<file path="src/rtl/dlc_pkg.sv">
package dlc_pkg;

    typedef enum logic [2:0] {
        LC_MFG   = 3'd0,
        LC_OPEN  = 3'd1,
        LC_AUTH  = 3'd2,
        LC_RET   = 3'd3,
        LC_LOCK  = 3'd4,
        LC_ERASE = 3'd5
    } lc_e;

    localparam logic [1:0] ADDR_LC   = 2'd0;
    localparam logic [1:0] ADDR_RESP = 2'd1;
    localparam logic [1:0] ADDR_STAT = 2'd2;

    // ordering used for forward-only movement; the erase phase ranks with RETURNED
    function automatic logic [2:0] lc_rank(input logic [2:0] code);
        return (code == 3'd5) ? 3'd3 : code;
    endfunction

endpackage

</file>
<file path="src/rtl/dlc_lfsr.sv">
module dlc_lfsr #(
    parameter int          WIDTH = 32,
    parameter logic [31:0] TAPS  = 32'h8020_0003,
    parameter logic [31:0] SEED  = 32'h1D2C_3B4A
) (
    input  logic             clk,
    input  logic             rst_n,
    input  logic             step,
    output logic [WIDTH-1:0] value
);

    logic [WIDTH-1:0] state_q;
    logic [WIDTH-1:0] state_d;

    always_comb begin
        state_d = state_q >> 1;
        if (state_q[0]) begin
            state_d = state_d ^ TAPS[WIDTH-1:0];
        end
    end

    always_ff @(posedge clk or negedge rst_n) begin
        if (!rst_n) begin
            state_q <= SEED[WIDTH-1:0];
        end else if (step) begin
            state_q <= state_d;
        end
    end

    assign value = state_q;

endmodule

</file>
<file path="src/rtl/dlc_auth.sv">
module dlc_auth #(
    parameter int DATA_W   = 32,
    parameter int ROT      = 7,
    parameter int MAX_FAIL = 3,
    localparam int CNT_W   = $clog2(MAX_FAIL + 1)
) (
    input  logic              clk,
    input  logic              rst_n,
    input  logic              attempt,
    input  logic [DATA_W-1:0] response,
    input  logic [DATA_W-1:0] challenge,
    input  logic [DATA_W-1:0] key,
    input  logic              clr_ok,
    output logic              auth_ok,
    output logic [CNT_W-1:0]  fail_cnt,
    output logic              locked_out,
    output logic              step
);

    logic [DATA_W-1:0] mixed;
    logic [DATA_W-1:0] expected;
    logic              match;

    always_comb begin
        mixed    = challenge ^ key;
        expected = ((mixed << ROT) | (mixed >> (DATA_W - ROT))) ^ key;
        match    = (response == expected);
    end

    assign locked_out = (fail_cnt >= CNT_W'(MAX_FAIL));
    assign step       = attempt && !locked_out;

    always_ff @(posedge clk or negedge rst_n) begin
        if (!rst_n) begin
            auth_ok  <= 1'b0;
            fail_cnt <= '0;
        end else if (clr_ok) begin
            auth_ok  <= 1'b0;
        end else if (step) begin
            if (match) begin
                auth_ok  <= 1'b1;
                fail_cnt <= '0;
            end else begin
                auth_ok  <= 1'b0;
                fail_cnt <= fail_cnt + 1'b1;
            end
        end
    end

endmodule

</file>
<file path="src/rtl/dlc_regport.sv">
module dlc_regport #(
    parameter int DATA_W = 32,
    parameter int ADDR_W = 2
) (
    input  logic [ADDR_W-1:0] rd_addr,
    input  logic [2:0]        lc_code,
    input  logic [DATA_W-1:0] challenge,
    input  logic [DATA_W-1:0] status,
    output logic [DATA_W-1:0] rd_data
);
    import dlc_pkg::*;

    always_comb begin
        rd_data = '0;
        if (rd_addr == ADDR_W'(ADDR_LC)) begin
            rd_data[2:0] = lc_code;
        end else if (rd_addr == ADDR_W'(ADDR_RESP)) begin
            rd_data = challenge;
        end else if (rd_addr == ADDR_W'(ADDR_STAT)) begin
            rd_data = status;
        end
    end

endmodule

</file>
<file path="src/rtl/dbg_lifecycle_ctrl.sv">
module dbg_lifecycle_ctrl #(
    parameter int          DATA_W   = 32,
    parameter int          ADDR_W   = 2,
    parameter int          ROT      = 7,
    parameter int          MAX_FAIL = 3,
    parameter logic [31:0] SEED     = 32'h1D2C_3B4A,
    localparam int         CNT_W    = $clog2(MAX_FAIL + 1)
) (
    input  logic              clk,
    input  logic              rst_n,
    input  logic              wr_en,
    input  logic [ADDR_W-1:0] wr_addr,
    input  logic [DATA_W-1:0] wr_data,
    input  logic [ADDR_W-1:0] rd_addr,
    output logic [DATA_W-1:0] rd_data,
    input  logic [DATA_W-1:0] auth_key,
    output logic              erase_req,
    input  logic              erase_ack,
    output logic              debug_en,
    output logic              test_en,
    output logic              bad_req
);
    import dlc_pkg::*;

    lc_e               state_q;
    lc_e               state_d;
    logic [2:0]        lc_code;
    logic              lc_change;
    logic              bad_set;
    logic              lc_req_wr;
    logic              resp_wr;
    logic [2:0]        req_code;
    logic              gate;
    logic              dbg_q;
    logic              bad_q;
    logic [DATA_W-1:0] challenge;
    logic              auth_ok;
    logic [CNT_W-1:0]  fail_cnt;
    logic              locked_out;
    logic              chal_step;
    logic [DATA_W-1:0] status;

    assign lc_req_wr = wr_en && (wr_addr == ADDR_W'(ADDR_LC));
    assign resp_wr   = wr_en && (wr_addr == ADDR_W'(ADDR_RESP));
    assign req_code  = wr_data[2:0];
    assign lc_code   = state_q;

    // next-state logic
    always_comb begin
        state_d   = state_q;
        lc_change = 1'b0;
        bad_set   = 1'b0;
        unique case (state_q)
            LC_MFG, LC_OPEN, LC_AUTH, LC_RET: begin
                if (lc_req_wr) begin
                    if ((req_code > lc_code) && (req_code <= 3'd4)) begin
                        lc_change = 1'b1;
                        state_d   = (req_code == 3'd3) ? LC_ERASE : lc_e'(req_code);
                    end else begin
                        bad_set = 1'b1;
                    end
                end
            end
            LC_ERASE: begin
                if (erase_ack) begin
                    lc_change = 1'b1;
                    state_d   = LC_RET;
                end
            end
            LC_LOCK: begin
                if (lc_req_wr) begin
                    bad_set = 1'b1;
                end
            end
            default: begin
                lc_change = 1'b1;
                state_d   = LC_LOCK;
            end
        endcase
    end

    // state register
    always_ff @(posedge clk or negedge rst_n) begin
        if (!rst_n) begin
            state_q <= LC_MFG;
        end else begin
            state_q <= state_d;
        end
    end

    // output logic
    always_comb begin
        gate      = 1'b0;
        test_en   = 1'b0;
        erase_req = 1'b0;
        unique case (state_q)
            LC_MFG: begin
                gate    = 1'b1;
                test_en = 1'b1;
            end
            LC_OPEN:  gate = 1'b1;
            LC_AUTH:  gate = auth_ok;
            LC_RET:   gate = 1'b1;
            LC_ERASE: erase_req = 1'b1;
            LC_LOCK:  gate = 1'b0;
            default:  gate = 1'b0;
        endcase
    end

    always_ff @(posedge clk or negedge rst_n) begin
        if (!rst_n) begin
            dbg_q <= 1'b0;
            bad_q <= 1'b0;
        end else begin
            dbg_q <= gate && !lc_change;
            if (bad_set) begin
                bad_q <= 1'b1;
            end
        end
    end

    assign debug_en = dbg_q;
    assign bad_req  = bad_q;

    dlc_lfsr #(
        .WIDTH (DATA_W),
        .SEED  (SEED)
    ) u_lfsr (
        .clk   (clk),
        .rst_n (rst_n),
        .step  (chal_step),
        .value (challenge)
    );

    dlc_auth #(
        .DATA_W   (DATA_W),
        .ROT      (ROT),
        .MAX_FAIL (MAX_FAIL)
    ) u_auth (
        .clk        (clk),
        .rst_n      (rst_n),
        .attempt    (resp_wr && (state_q == LC_AUTH)),
        .response   (wr_data),
        .challenge  (challenge),
        .key        (auth_key),
        .clr_ok     (lc_change),
        .auth_ok    (auth_ok),
        .fail_cnt   (fail_cnt),
        .locked_out (locked_out),
        .step       (chal_step)
    );

    always_comb begin
        status            = '0;
        status[0]         = bad_q;
        status[1]         = auth_ok;
        status[2]         = locked_out;
        status[8 +: CNT_W] = fail_cnt;
    end

    dlc_regport #(
        .DATA_W (DATA_W),
        .ADDR_W (ADDR_W)
    ) u_regs (
        .rd_addr   (rd_addr),
        .lc_code   (lc_code),
        .challenge (challenge),
        .status    (status),
        .rd_data   (rd_data)
    );

endmodule

</file>
<file path="config.mk">
export PLATFORM = sky130hd
export DESIGN_NAME = dbg_lifecycle_ctrl
export DESIGN_NICKNAME = d
export VERILOG_FILES = /design/src/rtl/dlc_pkg.sv /design/src/rtl/dlc_lfsr.sv /design/src/rtl/dlc_auth.sv /design/src/rtl/dlc_regport.sv /design/src/rtl/dbg_lifecycle_ctrl.sv
export SDC_FILE = /design/constraint.sdc
export NUM_CORES = 1
export LEC_CHECK = 0
export ABC_AREA = 1
export BUFFER_PORTS_ARGS = -buffer_cell sky130_fd_sc_hd__buf_4
export CELL_PAD_IN_SITES_DETAIL_PLACEMENT = 2
export CELL_PAD_IN_SITES_GLOBAL_PLACEMENT = 2
export CORE_AREA = 8 8 125 127
export DETAILED_ROUTE_END_ITERATION = 12
export DIE_AREA = 0 0 133 135
export PLACE_DENSITY_LB_ADDON = 0.05
export SLEW_MARGIN = 20
export SYNTH_ARGS = -nofsm -noshare
export SYNTH_HDL_FRONTEND = slang
export SYNTH_SLANG_ARGS = --single-unit
</file>
<file path="constraint.sdc">
create_clock -name clk -period 1.8 [get_ports clk]
set_input_delay 0.27 -clock clk [delete_from_list [all_inputs] [get_ports clk]]
set_output_delay 0.27 -clock clk [all_outputs]
set_load 0.02 [all_outputs]
</file>
==> impl_metrics.sql <==
INSERT INTO impl_metrics (metric_group, metric, value, unit) VALUES
('final_layout', 'design.final.nets', '774', ''),
('detailed_routing', 'drt_pre_antenna_iters', '4', ''),
('clocking', 'cts-buffers-inserted', '5', ''),
('critical_path', 'worst-path-max-fanout', '6', ''),
('placed_design', 'place_congestion', '0.782', ''),
('final_layout', 'layout_common_cells', 'nand2_1, buf_4, inv_1, nor2_1, xnor2_1', ''),
('timing', 'finClkSkew', '0.00753', 'ns'),
('final_layout', 'most_common_cell_after_layout_fill_and_taps_aside', 'nand2_1', ''),
('floorplanning', 'core-area', '13600', 'um^2'),
('floorplanning', 'core.rowCount', '43', ''),
('detailed_routing', 'drc_errors', '0', ''),
('detailed_routing', 'route.detailed.vias_per_inst', '4.45', ''),
('final_layout', 'areaGrowthSynthToFinish', '37.3', '%'),
('synthesis', 'net_count_after_synthesis', '654', ''),
('critical_path', 'worstSetupStartpointType', 'register', ''),
('global_route', 'groute.usage.overall', '15.9', '%'),
('timing', 'layout_min_cycle_time', '1.70', 'ns'),
('clocking', 'clockRootBuffer', 'clkbuf_16', ''),
('synthesis', 'synth_top_cells_by_area', 'nand2_1, dfrtp_1, dfstp_2', ''),
('final_layout', 'drive_gt1_share', '25.8', '%'),
('critical_path', 'cp_cell_sequence', 'inv_4 > ha_4 > nand2_1 > o21ai_1 > nand3_1 > nor3_2 > nand2_2 > nand2_4 > nand2_1 > o21ai_1', ''),
('global_route', 'first_pass_grt_wire_length', '23000', 'um'),
('run_status', 'result_of_the_run', 'completed', ''),
('global_route', 'antenna_found_initial', '0', ''),
('synthesis', 'netlist.area_leader.share', '23.0', '%'),
('run', 'cap_viol_max_count', '0', ''),
('floorplanning', 'initial_standard_cell_utilization_of_the_core', '26.4', '%'),
('critical_path', 'r2r_setup_slack', '0.1', 'ns'),
('timing', 'report.final.hold_viol_count', '0', ''),
('floorplanning', 'num_io_pins', '108', ''),
('critical_path', 'cp.required', '2.00', 'ns'),
('floorplanning', 'die_height', '135', 'um'),
('critical_path', 'critPathCaptureType', 'register', ''),
('timing', 'timing_worst_slew_pin_value', '0.575', 'ns'),
('clocking', 'cts_max_level', '2', ''),
('timing', 'final-max-slew-violation-count', '0', ''),
('timing', 'achievable-frequency', '0.588', 'GHz'),
('timing', 'grt_setup_unrepaired', 'true', ''),
('global_route', 'globalRoute.totalOverflow', '0', ''),
('timing', 'report.final.setup_viol', '0', ''),
('timing', 'maxSlewHeadroom', '61.6', '%'),
('timing', 'final_min_period_over_clock_period', '94.5', '%'),
('floorplanning', 'die-area', '18000', 'um^2'),
('synthesis', 'seq_area_frac_synth', '28.4', '%'),
('critical_path', 'max_stage_delay', '0.39', 'ns'),
('detailed_routing', 'drt_wl_total', '14300', 'um'),
('floorplanning', 'die-width', '133', 'um'),
('global_route', 'pin_count_of_the_biggest_net_entering_global_routing', '41', ''),
('pwr', 'leakagePower', '2.56', 'nW'),
('synthesis', 'ys_seq_elements', '40', ''),
('pwr', 'vdd_ir_drop_max', '0.327', 'mV'),
('synthesis', 'netlist_instances', '578', ''),
('global_route', 'grt_pass1_vias', '4571', ''),
('synthesis', 'synth.distinct_cells', '26', ''),
('detailed_routing', 'final_antenna_net_count', '0', ''),
('placed_design', 'io_buffer_count', '107', ''),
('timing', 'hold_ws', '0.198', 'ns'),
('clocking', 'numClockSinks', '40', ''),
('detailed_routing', 'first_iter_violations', '93', ''),
('hold_path', 'holdCritPathClass', 'primary input to register', ''),
('timing', 'final.setup.worst_slack', '0.0992', 'ns'),
('clocking', 'insertion_delay', '0.29', 'ns'),
('synthesis', 'synth_largest_area_cell', 'nand2_1', ''),
('clocking', 'worst_setup_hold_path_clk_slew', '0.06', 'ns'),
('clocking', 'tritoncts', 'built', ''),
('placed_design', 'post-place-ws', '0.00742', 'ns'),
('final_layout', 'antenna_cells', '0', ''),
('detailed_routing', 'drt-wirelength-per-cell', '16.3', 'um'),
('synthesis', 'synth.yosys.warnings', '0', ''),
('placed_design', 'place_hpwl', '11900', 'um'),
('synthesis', 'postSynthAreaPerCell', '6.21', 'um^2'),
('final_layout', 'final_util', '36.2', '%'),
('synthesis', 'synthesis.area', '3590', 'um^2'),
('clocking', 'clock_path_buffers', '2', ''),
('pwr', 'fin_total_pwr', '2.54', 'mW'),
('pwr', 'power_density_normalized_to_cell_area', '514', 'nW/um^2'),
('critical_path', 'crit_arrival', '1.90', 'ns'),
('critical_path', 'critical-path-slowest-cell', 'dfrtp_1', ''),
('detailed_routing', 'vias', '3914', ''),
('critical_path', 'timing_worst_setup_path_type', 'register to register', ''),
('placed_design', 'place.detailed.instances', '863', ''),
('final_layout', 'final_cell_count_no_fill', '879', '');
## state kept, by name, summed over array words and instances, names as in the netlist
register / flops
bad_req: 1
debug_en: 1
lc_code: 3
u_auth.auth_ok: 1
u_auth.fail_cnt: 2
u_lfsr.value: 32
## Yosys cell counts (all sizes together)
cell type and number:
a21oi 4, buf 5, clkbuf 7, dfrtp 25
dfstp 15, ha 4, inv 95, nand2 223
nand3 10, nor2 63, nor3 2, o211ai 4
o21ai 42, o221ai 1, o22ai 1, o31ai 1
xnor2 40, xor2 36
## cells by family after synthesis
group / synth area share [%]
adders and majority gates: 1.39
DFF: 28.4
buffers and inverters: 11.4
and+or+nand+nor: 32.1
AOI/OAI and AO/OA: 8.12
xor gates and xnor gates: 18.5
## timing repair
item | 4_1_cts | 5_1_grt
gates resized for setup | 0 | 15
buffers inserted | 1 | 6
gates cloned | 0 | 0
pin swaps | 0 | 11
hold endpoints to repair | 2 | 0
endpoints found under the setup margin | 1 | 7
hold buffers | 1 | 0
## area by class of cell
cell class	instances	area (um^2)
Clock buffer	5	125
Clock inverter	3	42.5
Fill cell	1683	8680
Inverter	95	359
Multi-Input combinational cell	431	2220
Sequential cell	40	1020
Tap cell	180	225
Timing Repair Buffer	125	941
## where the power goes
group / switching [mW] / internal, mW / total (mW)
Sequential: 0 / 0.900 / 0.900
Clock: 0.403 / 0.653 / 1.06
Combinational: 0.320 / 0.259 / 0.579
Total: 0.724 / 1.81 / 2.54
## final timing paths
check	startpoint	endpoint	depth (start not counted)
hold / removal	wr_addr[0]	bad_req	2
setup / recovery	lc_code[2]	lc_code[1]	10
max in group asynchronous	rst_n	u_auth.fail_cnt[0]	2
setup reg to reg	lc_code[2]	lc_code[1]	10
hold reg to reg	u_lfsr.value[8]	u_lfsr.value[8]	2
min in group asynchronous	rst_n	u_lfsr.value[2]	2
## layer usage
layer | GRT usage (%) | vias to the layer above | share of wire (%)
li1 | - | 1951 | -
met1 | 18.5 | 1879 | 44
met2 | 30.3 | 71 | 53
met3 | 2.27 | 13 | 2.7
met4 | 2.71 | 0 | 0.85
met5 | 0 | - | 0
## per-stage QoR
stage	instance area, um^2	setup TNS (ns)
after floorplan	3590	0
after global placement	4640	0
after detailed placement	4640	0
after CTS	4820	0
after global routing	4930	-0.0704
final	4930	0
## worst max-delay path: cells and delay by family (launching register included)
family | cells | cell delay (ns)
compound gates | 2 | 0.23
fa+ha+maj | 1 | 0.27
simple gates | 6 | 0.67
buf+inv | 1 | 0.07
flops | 1 | 0.39
Note: power is estimated with default switching activity, not from simulation.
